$ cat src/rtl/vid_ref_pkg.sv
// Shared definitions for the dynamic reference stepper.
// Assumes codes are monotonic, one LSB per reference step.
package vid_ref_pkg;

    // Width of the voltage identification code
    localparam int VID_W_DEF = 5;

    // Strobes between consecutive reference steps
    localparam int STEP_PERIOD_DEF = 2;

    // Direction the reference has to move toward the target
    typedef enum logic [1:0] {
        DIR_HOLD = 2'd0,
        DIR_UP   = 2'd1,
        DIR_DOWN = 2'd2
    } step_dir_e;

endpackage

$ cat src/rtl/vid_confirm.sv
// Samples the requested code on each cycle-start strobe and keeps the
// confirmed target. A code is adopted only when two consecutive strobes
// see it. The all-ones shutdown code is never adopted. Assumes cyc_start
// lasts one clock.
module vid_confirm #(
    parameter int                 VID_W      = vid_ref_pkg::VID_W_DEF,
    parameter logic [VID_W-1:0]   RESET_CODE = '0
) (
    input  logic             clk,
    input  logic             rst_n,
    input  logic             cyc_start,
    input  logic             enable,
    input  logic [VID_W-1:0] vid_in,
    output logic [VID_W-1:0] target_q,
    output logic             confirm,
    output logic             hold
);

    localparam logic [VID_W-1:0] SHUTDOWN_CODE = '1;

    logic [VID_W-1:0] prev_q;
    logic             same_as_prev;
    logic             is_new;
    logic             not_shutdown;

    // Compare the present code with the previous sample and the target
    always_comb begin
        same_as_prev = (vid_in == prev_q);
        is_new       = (vid_in != target_q);
        not_shutdown = (vid_in != SHUTDOWN_CODE);
        confirm      = cyc_start && enable && same_as_prev && is_new && not_shutdown;
        hold         = !enable || (prev_q == SHUTDOWN_CODE);
    end

    // Keep the code seen on the most recent strobe
    always_ff @(posedge clk) begin
        if (!rst_n) begin
            prev_q <= RESET_CODE;
        end else if (cyc_start) begin
            prev_q <= vid_in;
        end
    end

    // Load the target when a code is confirmed
    always_ff @(posedge clk) begin
        if (!rst_n) begin
            target_q <= RESET_CODE;
        end else if (confirm) begin
            target_q <= vid_in;
        end
    end

endmodule

$ cat src/rtl/step_pacer.sv
// Counts strobes while a ramp is active and fires one step every
// STEP_PERIOD strobes. A confirmation restarts the count, so the first
// step comes STEP_PERIOD strobes after it. Assumes restart only occurs
// on a strobe.
module step_pacer #(
    parameter int STEP_PERIOD = vid_ref_pkg::STEP_PERIOD_DEF
) (
    input  logic clk,
    input  logic rst_n,
    input  logic cyc_start,
    input  logic restart,
    input  logic active,
    output logic step
);

    localparam int CNT_W = (STEP_PERIOD > 1) ? $clog2(STEP_PERIOD) : 1;

    generate
        if (STEP_PERIOD <= 1) begin : g_every_strobe
            // One step on every active strobe that is not a restart
            always_comb begin
                step = cyc_start && active && !restart;
            end
        end else begin : g_counted
            localparam logic [CNT_W-1:0] LAST = CNT_W'(STEP_PERIOD - 1);
            logic [CNT_W-1:0] cnt_q;

            // Step when the count reaches its last value on an active strobe
            always_comb begin
                step = cyc_start && active && !restart && (cnt_q == LAST);
            end

            // Advance the strobe count while active, clear it on restart
            always_ff @(posedge clk) begin
                if (!rst_n) begin
                    cnt_q <= '0;
                end else if (restart) begin
                    cnt_q <= '0;
                end else if (cyc_start && active) begin
                    cnt_q <= (cnt_q == LAST) ? '0 : cnt_q + 1'b1;
                end
            end
        end
    endgenerate

endmodule

$ cat src/rtl/ref_ramp.sv
// Holds the reference code and moves it one LSB toward the target on
// each step pulse. Assumes step only fires while reference and target
// differ.
module ref_ramp #(
    parameter int                 VID_W      = vid_ref_pkg::VID_W_DEF,
    parameter logic [VID_W-1:0]   RESET_CODE = '0
) (
    input  logic             clk,
    input  logic             rst_n,
    input  logic             step,
    input  logic [VID_W-1:0] target,
    output logic [VID_W-1:0] ref_q
);

    import vid_ref_pkg::*;

    step_dir_e dir;

    // Pick the direction from the target and the present reference
    always_comb begin
        if (target > ref_q) begin
            dir = DIR_UP;
        end else if (target < ref_q) begin
            dir = DIR_DOWN;
        end else begin
            dir = DIR_HOLD;
        end
    end

    // Apply one LSB step per step pulse
    always_ff @(posedge clk) begin
        if (!rst_n) begin
            ref_q <= RESET_CODE;
        end else if (step) begin
            case (dir)
                DIR_UP:   ref_q <= ref_q + 1'b1;
                DIR_DOWN: ref_q <= ref_q - 1'b1;
                default:  ref_q <= ref_q;
            endcase
        end
    end

endmodule

$ cat src/rtl/vid_ref_stepper.sv
// Top of the dynamic reference stepper. It confirms requested codes
// over two strobes and ramps the reference one LSB per STEP_PERIOD
// strobes toward the confirmed target. Assumes cyc_start marks phase-1
// cycle starts and lasts one clock.
module vid_ref_stepper #(
    parameter int                 VID_W       = vid_ref_pkg::VID_W_DEF,
    parameter int                 STEP_PERIOD = vid_ref_pkg::STEP_PERIOD_DEF,
    parameter logic [VID_W-1:0]   RESET_CODE  = '0
) (
    input  logic             clk,
    input  logic             rst_n,
    input  logic             cyc_start,
    input  logic [VID_W-1:0] vid_in,
    input  logic             enable,
    output logic [VID_W-1:0] ref_code,
    output logic             busy
);

    logic [VID_W-1:0] target_q;
    logic             confirm;
    logic             hold;
    logic             active;
    logic             step;

    vid_confirm #(
        .VID_W      (VID_W),
        .RESET_CODE (RESET_CODE)
    ) u_confirm (
        .clk       (clk),
        .rst_n     (rst_n),
        .cyc_start (cyc_start),
        .enable    (enable),
        .vid_in    (vid_in),
        .target_q  (target_q),
        .confirm   (confirm),
        .hold      (hold)
    );

    // Ramp runs while the reference lags the target and nothing freezes it
    always_comb begin
        busy   = (ref_code != target_q);
        active = busy && !hold;
    end

    step_pacer #(
        .STEP_PERIOD (STEP_PERIOD)
    ) u_pacer (
        .clk       (clk),
        .rst_n     (rst_n),
        .cyc_start (cyc_start),
        .restart   (confirm),
        .active    (active),
        .step      (step)
    );

    ref_ramp #(
        .VID_W      (VID_W),
        .RESET_CODE (RESET_CODE)
    ) u_ramp (
        .clk    (clk),
        .rst_n  (rst_n),
        .step   (step),
        .target (target_q),
        .ref_q  (ref_code)
    );

endmodule

$ cat config.mk
export PLATFORM = sky130hd
export DESIGN_NAME = vid_ref_stepper
export DESIGN_NICKNAME = d
export VERILOG_FILES = /design/src/rtl/vid_ref_pkg.sv /design/src/rtl/vid_confirm.sv /design/src/rtl/step_pacer.sv /design/src/rtl/ref_ramp.sv /design/src/rtl/vid_ref_stepper.sv
export SDC_FILE = /design/constraint.sdc
export NUM_CORES = 1
export LEC_CHECK = 0
export ABC_AREA = 1
export CORE_MARGIN = 5
export CORE_UTILIZATION = 42
export DETAILED_ROUTE_END_ITERATION = 6
export DONT_BUFFER_PORTS = 1
export SLEW_MARGIN = 20
export SYNTH_ARGS = -nofsm -noshare
export SYNTH_HDL_FRONTEND = slang
export SYNTH_SLANG_ARGS = --single-unit
$ cat constraint.sdc
create_clock -name clk -period 5.8 [get_ports clk]
set_input_delay 0.87 -clock clk [delete_from_list [all_inputs] [get_ports clk]]
set_output_delay 0.87 -clock clk [all_outputs]
set_load 0.005 [all_outputs]
# Yosys cells after proc, flatten, opt, wreduce, memory -nomap -nowiden
# Index checks and enable logic that the tools add are counted.
# totals
reg_bits	16
out_inout_bits	6
input_bits	9
# classes
addsub	3
magnitude_cmp	2
mux	4
bitwise_logic	1
n_reduce_logical	15
n_eq_ne	7
# ops
op	count
$ne 5x5->1	2
$pmux 5 s2	1
$logic_and 1x1->1	8
$add 5x1->5 const B	1
$eq 5x5->1	1
$eq 5x5->1 const B	1
$gt 5x5->1	1
$lt 5x5->1	1
$ne 5x5->1 const B	1
$sub 5x1->5 const B	1
$mux 2	2
$logic_not 1->1	3
$eq 2x1->1 const B	1
$eq 2x2->1 const B	1
$reduce_and 2->1	1
$reduce_bool 2->1	1
$reduce_or 2->1	1
$add 1x1->1 const B	1
$logic_or 1x1->1	1
$mux 1	1
$not 1->1	1

# Longest topological paths before layout
# Gate-level depths: netlist of run 1.
# depth
ltp_word	8
mapped_depth	16
ltp_nobuf	16

# By module
# A second synthesis of run 1 with hierarchy kept.
# hier_totals
cells_unflattened	196
hier_area_um2	1252.5
# modules_own_cells
mod	seq_area_each_um2	area_per_inst_um2	cells_each	instances
vid_confirm	200.2	598.1	102	1
ref_ramp	100.1	509.2	68	1
vid_ref_stepper	0.0	86.3	18	1
step_pacer	20.0	58.8	8	1

# Worst setup path before layout of run 1
# No wires, ideal clock.
# synth_timing
path_type	reg-to-reg
startpoint	reg u_ramp.ref_q[4]
endpoint	reg u_ramp.ref_q[4]
setup_slack_ns	3.729
path_buffers	0
setup_time_ns	0.070
required_time_ns	5.730
stages_incl_launch_ff	16
synth_period_minus_slack_ns	2.071
arrival_time_ns	2.001
path_cell_list	dfxtp_1 inv_1 ha_1 nand2_1 nor2_1 nand2_1 nand3_1 inv_1 ha_1 inv_1 o21ai_0 a21oi_1 nand3_1 nand2_1 nand2_1 a21oi_1
# synth_via
elab_chain_len	6
word_cells_on_any_way	16
cone_classes	2 x add/sub; 2 x order compare; 3 x eq/ne; 3 x mux; 6 x reduce/logical
# synth_lines
item	line	rtl
start, declared	ref_ramp.sv:12	output logic [VID_W-1:0] ref_q
start signal, assigned	ref_ramp.sv:36	DIR_UP: ref_q <= ref_q + 1'b1;
start signal, assigned	ref_ramp.sv:37	DIR_DOWN: ref_q <= ref_q - 1'b1;
start signal, assigned	ref_ramp.sv:38	default: ref_q <= ref_q;
$lt 5x5->1 / $ne 5x5->1 (equally long branches)	ref_ramp.sv:23, vid_ref_stepper.sv:41	
$mux 2 / $logic_and 1x1->1 (equally long branches)	ref_ramp.sv:23, vid_ref_stepper.sv:42	
$mux 2 / $logic_and 1x1->1 (equally long branches)	ref_ramp.sv:21, step_pacer.sv:30	
$eq 2x1->1 (tied with other cells)	ref_ramp.sv:35	case (dir)
$reduce_bool 2->1 (no line) / $logic_and 1x1->1 (equally long branches)	n/a	
$reduce_and 2->1 (no line)	n/a	
# Parallel ways exist; a longest one is shown, timed or not.
# A chain may end at the register's enable or synchronous reset.

# Worst setup path after layout of run 1
# Ends and elaborated chain as after synthesis.

==> results of run 1 <==
layout by cell type, fill, tap and decap left out, drive strengths merged:
master / instances
a21oi: 17
a31oi: 1
clkbuf: 4
dfxtp: 16
fa: 1
ha: 8
inv: 30
nand2: 54
nand3: 4
nand4: 3
nor2: 17
nor3: 1
o21ai: 13
xnor2: 1
xor2: 3
routing by layer:
| layer | vias up | share of wire (%) | track usage (%) |
|---|---|---|---|
| met3 | 5 | 6.1 | 4.317 |
| met2 | 25 | 47 | 23.32 |
| li1 | 542 | - | - |
| met1 | 468 | 45 | 15.76 |
| met4 | 0 | 1.8 | 5.570 |
| met5 | - | 0 | 0 |
flip-flops by register name (all words and copies together), names as in the netlist:
name	count
u_ramp.ref_q	5
u_confirm.prev_q	5
u_confirm.target_q	5
u_pacer.g_counted.cnt_q	1
cells in the mapped netlist:
master	instances	area, um2
a21oi_1	16	80.08
a21oi_4	1	16.27
a31oi_1	1	6.260
buf_4	1	7.510
clkbuf_1	1	3.750
dfxtp_1	16	320.3
fa_1	1	20.02
ha_1	8	100.1
inv_1	25	93.84
inv_2	5	18.77
nand2_1	44	165.2
nand2_2	8	50.05
nand2_4	2	22.52
nand3_1	3	15.01
nand3_4	1	17.52
nand4_1	3	18.77
nor2_1	12	45.04
nor2_2	2	12.51
nor2_4	2	22.52
nor2_8	1	20.02
nor3_1	1	5.000
o21ai_0	12	60.06
o21ai_1	1	5.000
xnor2_1	1	8.760
xor2_1	3	26.28
power by group through the flow:
stage | clock [mW] | combinational, mW | sequential [mW]
2_1_floorplan | 0 | 0.0282 | 0.118
3_3_place_gp | 0 | 0.0299 | 0.118
3_5_place_dp | 0 | 0.0311 | 0.118
4_1_cts | 0.0812 | 0.0313 | 0.116
5_1_grt | 0.0886 | 0.0353 | 0.116
6_report | 0.0771 | 0.0309 | 0.116
how the worst max path moves through the flow:
stage,endpoint
6_report,u_ramp.ref_q[4]
5_1_grt,u_ramp.ref_q[4]
4_1_cts,u_ramp.ref_q[4]
3_5_place_dp,u_ramp.ref_q[4]
3_3_place_gp,u_ramp.ref_q[4]
2_1_floorplan,u_ramp.ref_q[4]
layout make-up:
type                            instances  area share [%]
Multi-Input combinational cell        123           58.53
Inverter                               30           9.193
Sequential cell                        16           26.15
Tap cell                               31           3.167
Clock buffer                            4           2.962
kinds of logic (layout without fill, tap and decap cells):
group                    Yosys count  after routing
AO/OA/AOI/OAI                     31             31
XOR/XNOR                           4              4
adder cells (fa/ha/maj)            9              9
buffers and inverters             32             34
flip-flops                        16             16
AND/OR/NAND/NOR                   79             79
worst max-delay path: stages (launching register included):
cell and delay [ps]:
dfxtp_1 420, inv_1 90, ha_1 310, nand2_1 70
nor2_1 140, nand2_1 90, nand3_1 140, inv_1 100
ha_1 320, inv_1 70, o21ai_0 70, a21oi_1 180
nand3_1 100, nand2_1 70, nand2_1 40, a21oi_1 110
through the flow:
stage	worst slack, ps	util, %	instance area, um2	total power [mW]
finish	3408	45.20	1225	0.2236
detailed placement	3452	43.86	1189	0.1493
global placement	3558	43.86	1189	0.1480
CTS	3416	45.20	1225	0.2281
global route	3209	45.20	1225	0.2405
floorplan	3729	-	1161	0.1457
==> results summary, run 1 <==
The flow ran to the end, and the final reports show no timing, DRC or antenna violations. The Yosys warning count came out at 0. Counting the fill cells in the layout gives 300.

At the end of the flow, the number of nets in the layout was between 150 and 200. The synthesized netlist contains 25 unique library cells. The critical path starts at u_ramp.ref_q[4].

The first-iteration detailed-routing DRC count came out at 41. The synthesized-area fraction occupied by ao, oa, aoi and oai cells is 14.44%. The wire-length estimate of the detail-placed layout is 2.042 mm.

Hold repair after CTS inserted 0 buffers. The final period utilization is 41.24%. Summing all multi-input logic gate instances after layout gives roughly 720 um2. The cell area after synthesis is 1161 um2. CTS built an H-tree with a depth of 1. In the final layout, flip-flops and latches occupy approximately 320 um2. Power spread over the standard cell area amounts to 182.5 nW/um2. For the final database, setup skew stands at between 9 and 10 ps. The number of port buffers came out at 0.

The worst setup path is captured at a register. The sequential element share of the synthesized area is 27.59%. The cell count after synthesis came out at 171. The switching fraction of total power is around 27%.

The synthesized flop and latch total is 16. The fmax is between 400 and 500 MHz. STA classifies the critical path startpoint as a register. The antenna diode count came out at 0. The worst register-to-register path ends at u_ramp.ref_q[4]. The non-filler instance count after layout came out at between 200 and 250. The boundary pin count came out at 15. The number of setup buffers added after CTS is 0. Of the total synthesized cell area, the portion taken by AND, OR, NAND and NOR gates is 33.94%. The worst supply voltage drop on vdd came out at ~0.12 mV. The clock-pin slew on the worst setup and hold paths came out at roughly 110 ps. The post-synthesis adder-cell area fraction is between 10 and 15%. In this run the remaining antenna-violating nets after routing total 0.

The internal power summed over all cells came out at approximately 0.16 mW. The worst hold path belongs to the class reg -> reg. The overall overflow remaining after global route came out at 0. The number of slew-limit violations in the final report is 0. The first-pass GRT wire length is between 4 and 5 mm. The average wire per standard cell came out at ~12 um.

The starting density of the core came out at around 43%. Summed over all layers, the routed wires come to approximately 2.5 mm. Setup violations remaining at the end of the flow were counted as 0. In this run the critical register-to-register path is launched from u_ramp.ref_q[4]. Entering global routing, the biggest net connects 16 pins.

In this run the worst path has a maximum fanout of 4. The reported leakage power came out at a little under 0.6 nW. The worst hold slack after final layout came out at between 400 and 500 ps.

Routability-driven placement finished with a final weighted congestion of 0.8636. The portion of total power attributed to the clock network is approximately 35%. The synthesized net count came out at between 150 and 200.

The share of total power dissipated in combinational logic is between 10% and 20%. The via count normalized by instance count came out at ~5. The number of cell instances on the worst register-to-register path came out at 15. The number of antenna violations at the first check in global routing is 0. The XOR/XNOR share of the synthesized area is 3.017%. At the pin with the least slew margin, the transition time is about 260 ps. The total negative setup slack is 0 ps.

The critical path data arrival time is between 2000 and 3000 ps. The relative contribution of sequential cells to total power came out at between 50% and 60%. The floorplan step defined a die boundary enclosing 3916 um2.

Once placement completed, the tool counted placed cells totaling 200. The count of cells resized by post-cts repair came out at 0. The via count is between 1000 and 1500. The minimum period implied by the final worst setup slack is roughly 2400 ps. The number of global-route vias before repair is 993. The final-report hold violation count was 0. For the worst-skew pair, the clock arrives at the later sink with an insertion delay of around 290 ps. The share of final-layout standard cells stronger than drive strength 1 came out at roughly 15%. The die outline height came out at about 63 um. The count of unresolved DRC violations after routing came out at 0. The TritonCTS clock tree is done.

The number of buffers between clock root and the deepest sink came out at 2. The analysis attributes to net switching a power of approximately 0.061 mW. For flop-to-flop paths, the worst setup slack is 3410 ps. The TritonCTS buffer count came out at 3. The required time of the critical path is approximately 6000 ps. The number of optimization iterations in the first detailed-route pass came out at 6. The cell sitting at the root of the clock tree is a clkbuf_4. Global routing used approximately 14% of the available tracks across all layers. Setup repair after global routing left no endpoint under its margin.

The TritonCTS sink count is 16. The worst-case headroom to the max-slew limit came out at around 83%. The worst hold path passes through 2 cells.

In the synthesized netlist, mux cells make up 0% of the area. The worst min-delay path startpoint is u_confirm.target_q[2]. The area growth from synthesis to layout came out at 5.495%. After floorplanning, the core was divided into 19 placement rows. The worst setup path is of the reg -> reg kind. The average cell area after synthesis came out at slightly below 7 um2. The path with the worst hold slack has its endpoint at u_confirm.target_q[2]. The placeable core region is 2710 um2. The max-cap check violation count came out at 0. The main combinational cell family by area after synthesis is simple AND/OR/NAND/NOR gates.

The chip width is roughly 63 um.
Note: power is estimated with default switching activity, not from simulation.
==> run 2, diff against run 1 <==
- clock period: 5.8 -> 2 ns (I/O delays scaled with it)
==> run 2 against run 1 <==
Effect of this change: cell area is 24% higher; combinational power grew to 3.8 times the previous value; worst setup slack got worse by 3400 ps; utilization up 11 points; total power increased to 3.0 times the previous value; wire length increased by 6.8%; register-to-register slack got worse by 3400 ps; largest cell class unchanged; sequential share of layout area down 4.6 points; first-iteration DRC count down 51%; global-route usage increased by 0.64 points; clock skew decreased by 7.9 ps.
==> results summary, run 2 (synthesis results as in run 1) <==
The flow ran to the end, and the final reports show no timing, DRC or antenna violations. The reported leakage power came out at 0.7023 nW (+21%). The kind of end point of the critical path is a register. Leaving out fill and tap cells, the most frequent cells in the layout are nand2_1, buf_4, inv_1. The minimum period implied by the final worst setup slack is 1984 ps (-408.1 ps).

The largest registers in the layout are u_confirm.prev_q (5), u_confirm.target_q (5), u_ramp.ref_q (5). The final net count is 214 (+11%). The hold buffer count at cts came to 0 (unchanged). The first-pass GRT wire length came out at 4.588 mm (+4.1%). The post-placement worst setup slack is -257.9 ps (-3710 ps). The chip width is 62.58 um (unchanged).

The critical path data arrival time came out at 2200 ps (-430 ps). The number of slew-limit violations in the final report came to 0 (unchanged). The sink of the worst hold path is u_confirm.prev_q[1].

The area used by multi-input combinational logic is 839.6 um2 (+17%). The final-report hold violation count was 0 (unchanged). The clock-pin slew on the worst setup and hold paths is 100 ps (about the same).

The buffering stage count on the worst path with inverters included came out at 3 (unchanged). CTS placed an instance of clkbuf_4 at the clock tree root. The final period utilization came out at 99.18% (+58 points). The slew at the pin with the worst max-slew slack came out at 266.8 ps (+8.200 ps). The required time of the critical path came out at 2220 ps (-3820 ps). The most common cell after layout, fill and taps aside is nand2_1. The average wire per standard cell came out at 11.82 um (-3.6%). The number of global-route vias before repair is 1087 (+9.5%). The number of cell instances on the worst register-to-register path is 14 (-1). The overall overflow remaining after global route came out at 0 (unchanged).

The power density normalized to cell area came out at 438.7 nW/um2 (+140%). The relative contribution of sequential cells to total power came out at 50.2% (-1.5 points). The portion of total power attributed to the clock network came out at 32.2% (-2.3 points).

The combinational share of power is 17.6% (+3.8 points). The area of all sequential standard cells is 327.8 um2 (+2.3%). The slack of the worst reg-to-reg path came to 20 ps (-3390 ps). The die outline height came out at 62.58 um (unchanged). The final core area utilization is 56.19% (+11 points). The antenna diode count is 0 (unchanged). The signal on the critical path passes through inv_2, ha_4, nand2_4, inv_1, nand2_2, nand3_4, fa_2, o21ai_2, a21oi_2, inv_1, nand2_1, nand2_1, nand2_1, a21oi_2. The reg-to-reg critical path endpoint is u_ramp.ref_q[4]. The library cell contributing the largest single delay on the critical path is fa_2.

The post-route worst setup slack came to 16.39 ps (-3392 ps). The count of nets left with antenna violations after detail routing was 0 (unchanged). The number of buffers between clock root and the deepest sink was 2 (unchanged). The full die area is 3916 um2 (unchanged). The internal power summed over all cells came out at 0.4905 mW (+200%). The HPWL reported at the end of detailed placement was 2.133 mm (+4.5%). The standard-cell row count was 19 (unchanged). The nature of the critical path startpoint is a register. The placeable core region came out at 2710 um2 (unchanged).

The switching fraction of total power came out at 26.57% (-0.69 points). The worst supply voltage drop on vdd came out at 0.3942 mV (+240%). The critical-path maximum fanout came out at 3 (-1). The number of stages on the worst hold path is 1 (-1). The number of antenna violations at the first check in global routing is 0 (unchanged). The worst hold slack after final layout is 91.97 ps (-405.5 ps). The share of final-layout standard cells stronger than drive strength 1 is 38.97% (+24 points).

By instance count, the cell type seen most on the critical path is nand2_1. The overall power consumption is 0.6680 mW (+200%). The number of port buffers came out at 0 (unchanged). Broken down by cell family, the worst path's largest delay share belongs to adder cells. The clock skew after layout is 1.823 ps (-7.938 ps). In this run the most critical hold path is launched from cyc_start. The boundary pin count is 15 (unchanged). The via count normalized by instance count is 4.827 (-5.3%).

The worst register-to-register path begins at u_ramp.ref_q[4]. The TritonCTS sink count came to 16 (unchanged). In this run the worst hold path is classified as in -> reg. The overall routing resource usage is 14.35% (+0.64 points).

The critical path class is reg -> reg. The H-tree depth came out at 1 (unchanged). The count of unresolved DRC violations after routing is 0 (unchanged). The TritonCTS buffer count came out at 3 (unchanged). The power dissipated by switching net loads is 0.1775 mW (+190%). The worst-case headroom to the max-slew limit is 82.08% (-0.55 points). The number of optimization iterations in the first detailed-route pass came out at 4 (-2). The first-iteration detailed-routing DRC count came out at 20 (-51%). The total placed cells including tap cells is 216 (+8.0%). Setup repair after global routing could not meet its margin everywhere. The clock latency of the later-clocked register in the worst-skew pair is 280 ps (about the same). The detailed-route wire length came out at 2.672 mm (+6.8%). The final setup violation count was 0 (unchanged). The largest net degree at the start of global routing was 16 (unchanged). The routability-driven placement congestion ratio came out at 0.8698 (+0.72%). The non-filler instance count after layout was 226 (+11%). Relative to the synthesized area, the layout overhead comes to 31.14%. The delay of the slowest critical-path stage came out at 390 ps (-30 ps).

The max-cap check violation count came to 0 (unchanged). The via count is 1091 (+4.9%). The number of fill cells came out at 272 (-9.3%). The starting density of the core is 42.84% (unchanged). TritonCTS built the clock tree. The fmax was 504.1 MHz (+21%).
run 2: cell count changes in the layout (fill, tap and decap cells not counted), sizes merged:
cell  delta
buf     +22
run 2: metal layers:
layer  up-vias  global-route usage, %  share of wire (%)
met5         -                      0                  0
met4         0                  5.305                2.0
met3         4                  4.496                4.9
met2        14                  26.81                 52
met1       491                  14.69                 41
li1        582                      -                  -
run 2: metrics by stage:
stage,setup TNS [ps],instance area (um2)
2_1_floorplan,-2.265,1171
3_3_place_gp,-141.6,1319
3_5_place_dp,-364.1,1319
4_1_cts,-2.548,1486
5_1_grt,-206.0,1523
6_report,0,1523
run 2: final cells by class:
type / instances / share of cell area [%]
clock buffer: 4 / 2.383
inverter: 30 / 7.560
multi-input combinational: 123 / 55.14
sequential: 16 / 21.53
tap: 31 / 2.547
timing repair buffer: 22 / 10.85
run 2: power by group through the flow:
stage | logic (mW) | registers [mW] | clock network (mW)
4_1_cts | 0.113 | 0.335 | 0.229
3_5_place_dp | 0.0980 | 0.342 | 0
5_1_grt | 0.132 | 0.337 | 0.249
2_1_floorplan | 0.0823 | 0.341 | 0
3_3_place_gp | 0.0954 | 0.342 | 0
6_report | 0.117 | 0.335 | 0.215
run 2: what timing repair did:
action	CTS	global route
setup buffers	4	2
resized for setup	24	5
pin swaps	10	12
setup endpoints to repair	3	5
run 2: worst max-delay path by stage:
stage                         start              end  slack, ps  depth (start not counted)
finish              u_ramp.ref_q[4]  u_ramp.ref_q[4]         20                         14
global route        u_ramp.ref_q[4]  u_ramp.ref_q[4]       -110                         14
CTS                 u_ramp.ref_q[4]  u_ramp.ref_q[4]         -3                         16
detailed placement  u_ramp.ref_q[4]  u_ramp.ref_q[4]       -260                         15
global placement    u_ramp.ref_q[4]  u_ramp.ref_q[4]        -80                         13
floorplan           u_ramp.ref_q[4]  u_ramp.ref_q[4]         -2                         15
run 2: worst reg2reg max path: stages, from the launching register on:
cell,delay [ps]
dfxtp_2,340
inv_2,50
ha_4,250
nand2_4,70
inv_1,50
nand2_2,80
nand3_4,100
fa_2,390
o21ai_2,180
a21oi_2,80
inv_1,60
nand2_1,50
nand2_1,50
nand2_1,60
a21oi_2,120
==> run 3, diff against run 2 <==
- ABC_AREA: 1 -> 0
- CAP_MARGIN: not set -> 20
==> run 3 against run 2 <==
Effect of this change: the run now ends with negative setup slack left; via count decreased by 15%; clock power about the same; final cell count decreased by 22%; global-route usage increased by 0.15 points; maximum frequency decreased by 9.9%; first-iteration DRC count increased by 80%; combinational power decreased by 41%; sequential share of layout area increased by 2.4 points; utilization decreased by 0.98 points; sequential power about the same; critical path depth decreased by 3; critical endpoint unchanged.
==> results summary, run 3 <==
The number of fill cells is 245 (-9.9%). The tightest min-delay check is of the in -> reg type. The routability-driven placement congestion ratio came out at 0.7397 (-15%). By startpoint and endpoint, the worst setup path is classified as reg -> reg. The TritonCTS sink count came out at 16 (unchanged).

The overall routing resource usage is 14.50% (+0.15 points). The die outline height is 60.94 um (-2.6%). The number of global-route vias before repair is 906 (-17%).

The slew at the pin with the worst max-slew slack came out at 365.3 ps (+98.46 ps). Setup repair after global routing could not meet its margin everywhere. The max-cap check violation count is 0 (unchanged). The synthesized flop and latch total came out at 16 (unchanged). The number of distinct standard cells referenced by the synthesized netlist is 29 (+16%). The final-report hold violation count is 0 (unchanged). The count of flip-flops with a built-in enable after synthesis is 0 (unchanged). The most used flip-flop cell after synthesis is dfxtp_1.

The share of final-layout standard cells stronger than drive strength 1 came out at 29.93% (-9.0 points). The synthesized net count is 147 (-22%). The largest net degree at the start of global routing came to 13 (-3). The biggest area contributor in the post-synthesis netlist is dfxtp_1. The first-pass GRT wire length came out at 4.098 mm (-11%).

The synthesized-area fraction occupied by ao, oa, aoi and oai cells is 13.43% (-1.0 points). The cell area after synthesis came out at 1090 um2 (-6.1%). The number of standard cells after synthesis came out at 129 (-25%). The total placed cells including tap cells is 171 (-21%). The average cell area after synthesis is 8.448 um2 (+24%).

The number of port buffers is 0 (unchanged). The basic-gate share of the synthesized area counting and, or, nand and nor cells is 24.11% (-9.8 points). The final instance area came out at 1368 um2 (-10%). The placeable core region is 2477 um2 (-8.6%).

The first-iteration detailed-routing DRC count is 36 (+80%). The largest registers in the layout are u_confirm.prev_q (5), u_confirm.target_q (5), u_ramp.ref_q (5). The H-tree depth is 1 (unchanged). The nature of the critical path startpoint is a register. The via count is 930 (-15%). The multiplexer share of the synthesized area was 8.266% (+8.3 points). The worst-case headroom to the max-slew limit came out at 75.62% (-6.5 points). The antenna diode count is 0 (unchanged).

The detailed-route wire length came out at 2.408 mm (-9.9%). The final core area utilization came out at 55.20% (-0.98 points). The XOR/XNOR share of the synthesized area is 8.840% (+5.8 points). After synthesis, the largest family of logic cells by area is simple AND/OR/NAND/NOR gates. The critical path data arrival time was 2360 ps (+160 ps). The area share of the largest cell type after synthesis came out at 29.39% (+1.8 points). The library cells used most frequently in the layout, excluding fill and tap cells, are buf_4, nand2_1, dfxtp_1. The number of slew-limit violations in the final report is 0 (unchanged). The final period utilization came out at 110.1% (+11 points).

The total negative setup slack was -311.9 ps (-311.9 ps). The clock-pin slew on the worst setup and hold paths was 90 ps (about the same). The final reports fail on negative setup slack. After synthesis, the most frequently instantiated cells are dfxtp_1, nand2_1, nor2_1.

The area used by multi-input combinational logic came to 798.3 um2 (-4.9%). The TritonCTS buffer count came out at 3 (unchanged). The post-route worst setup slack is -201.5 ps (-217.9 ps). The clock latency of the later-clocked register in the worst-skew pair came out at 290 ps (about the same). The worst setup path is captured at a register.

The overall overflow remaining after global route came out at 0 (unchanged). The full die area came out at 3714 um2 (-5.2%). The area of all sequential standard cells is 326.6 um2 (-0.38%).

The fraction of registers with async set or reset after synthesis came out at 0% (unchanged). The minimum period implied by the final worst setup slack came out at 2202 ps (+217.9 ps). The power density normalized to cell area is 448.3 nW/um2 (+2.2%).

The fmax is 454.2 MHz (-9.9%). The count of unresolved DRC violations after routing came out at 0 (unchanged). In this run the clock root is driven by a clkbuf_4. The flow ran to the end, but the final reports show violations. The boundary pin count is 15 (unchanged). The Yosys warning count came out at 0 (unchanged).

The clock skew after layout came out at 2.376 ps (+0.5538 ps). The standard-cell row count was 18 (-1). Leaving out fill and tap cells, the most frequent cell in the layout is buf_4. The reported leakage power came out at 0.6030 nW (-14%).

The number of antenna violations at the first check in global routing was 0 (unchanged). The via count normalized by instance count is 5.254 (+8.8%). The post-placement worst setup slack came out at -276.2 ps (-18.29 ps). The chip width was 60.94 um (-2.6%). The post-synthesis adder-cell area fraction was 11.02% (+0.68 points). After synthesis, the cell types taking the most area are dfxtp_1, ha_1, mux2i_1, xor2_1, nand2_1. The sequential element share of the synthesized area came out at 29.39% (+1.8 points).

The count of nets left with antenna violations after detail routing is 0 (unchanged). The required time of the critical path is 2160 ps (-60 ps). The final setup violation count is 2 (+2).

The worst hold slack after final layout came out at 138.8 ps (+46.81 ps). The non-filler instance count after layout came out at 177 (-22%). The starting density of the core is 43.99% (+1.1 points). The area growth from synthesis to layout is 25.49%. TritonCTS built the clock tree. The placed instance area is 1265 um2 (-4.1%).

The critical-path maximum fanout came to 3 (unchanged). The worst supply voltage drop on vdd came out at 0.4086 mV (+3.7%). The HPWL reported at the end of detailed placement came out at 1.913 mm (-10%). The final net count came to 166 (-22%).

The overall power consumption was 0.6131 mW (-8.2%). The number of optimization iterations in the first detailed-route pass came to 4 (unchanged). The number of buffers between clock root and the deepest sink came out at 2 (unchanged).

The average wire per standard cell came out at 13.60 um (+15%).
==> run 3: cell types whose count changed in the layout (fill, tap and decap cells not counted), sizes merged, moves of 4 or more <==
| cell | before | now |
|---|---|---|
| nand2 | 54 | 16 |
| inv | 30 | 9 |
| mux2i | 0 | 9 |
| a21oi | 17 | 9 |
| o21ai | 13 | 5 |
| nor2 | 17 | 10 |
| xor2 | 3 | 8 |
| and3 | 0 | 4 |
| buf | 22 | 18 |
| nand2b | 0 | 4 |
| nand3 | 4 | 8 |
==> run 3: worst paths after layout <==
check / start / cells after the start / end / slack (ps)
hold reg to reg: u_confirm.prev_q[1] / 2 / u_confirm.prev_q[1] / 560
setup reg to reg: u_ramp.ref_q[2] / 11 / u_ramp.ref_q[4] / -200
hold / removal: vid_in[3] / 2 / u_confirm.target_q[3] / 140
setup / recovery: u_ramp.ref_q[2] / 11 / u_ramp.ref_q[4] / -200
==> run 3: timing repair <==
item                                    in CTS  in global routing
pin swaps                                    5                  5
gates resized for setup                      3                  5
hold endpoints to repair                     0                  0
setup buffers                                1                  1
endpoints found under the setup margin       2                  3
hold buffers                                 0                  0
==> run 3: layer usage <==
metal / vias to the layer above / part of all wire (%) / track usage [%]
li1: 484 / - / -
met3: 0 / 6.0 / 4.255
met5: - / 0 / 0
met4: 0 / 0 / 2.786
met1: 423 / 48 / 19.75
met2: 23 / 46 / 22.90
==> run 3: logic make-up (layout without fill, tap and decap cells) <==
| logic type | Yosys count | in the layout |
|---|---|---|
| simple gates | 49 | 49 |
| compound gates | 22 | 22 |
| flops | 16 | 16 |
| buf+inv | 13 | 31 |
| xor+xnor | 11 | 11 |
| fa+ha+maj | 9 | 9 |
| mux | 9 | 9 |
==> run 3: layout make-up <==
type,count,share of cell area [%]
clock buffer,4,2.653
multi-input combinational,100,58.37
sequential,16,23.88
timing repair buffer,18,9.881
tap,30,2.745
inverter,9,2.470
==> run 3: worst max-delay path: stages (launching register included) <==
cell,delay (ps)
dfxtp_2,330
inv_1,40
ha_1,290
and3_4,190
o21ai_2,70
nand2_2,110
fa_2,380
nand2b_4,160
a21o_1,170
nand2_1,60
o221a_2,180
nand4_1,100
==> run 3: where the power goes <==
group	total, mW	switching, mW	leakage [nW]	internal, mW
Clock	0.212	0.101	0.0210	0.111
Sequential	0.332	0.00666	0.132	0.326
Combinational	0.0687	0.0365	0.450	0.0322
Total	0.613	0.144	0.603	0.469
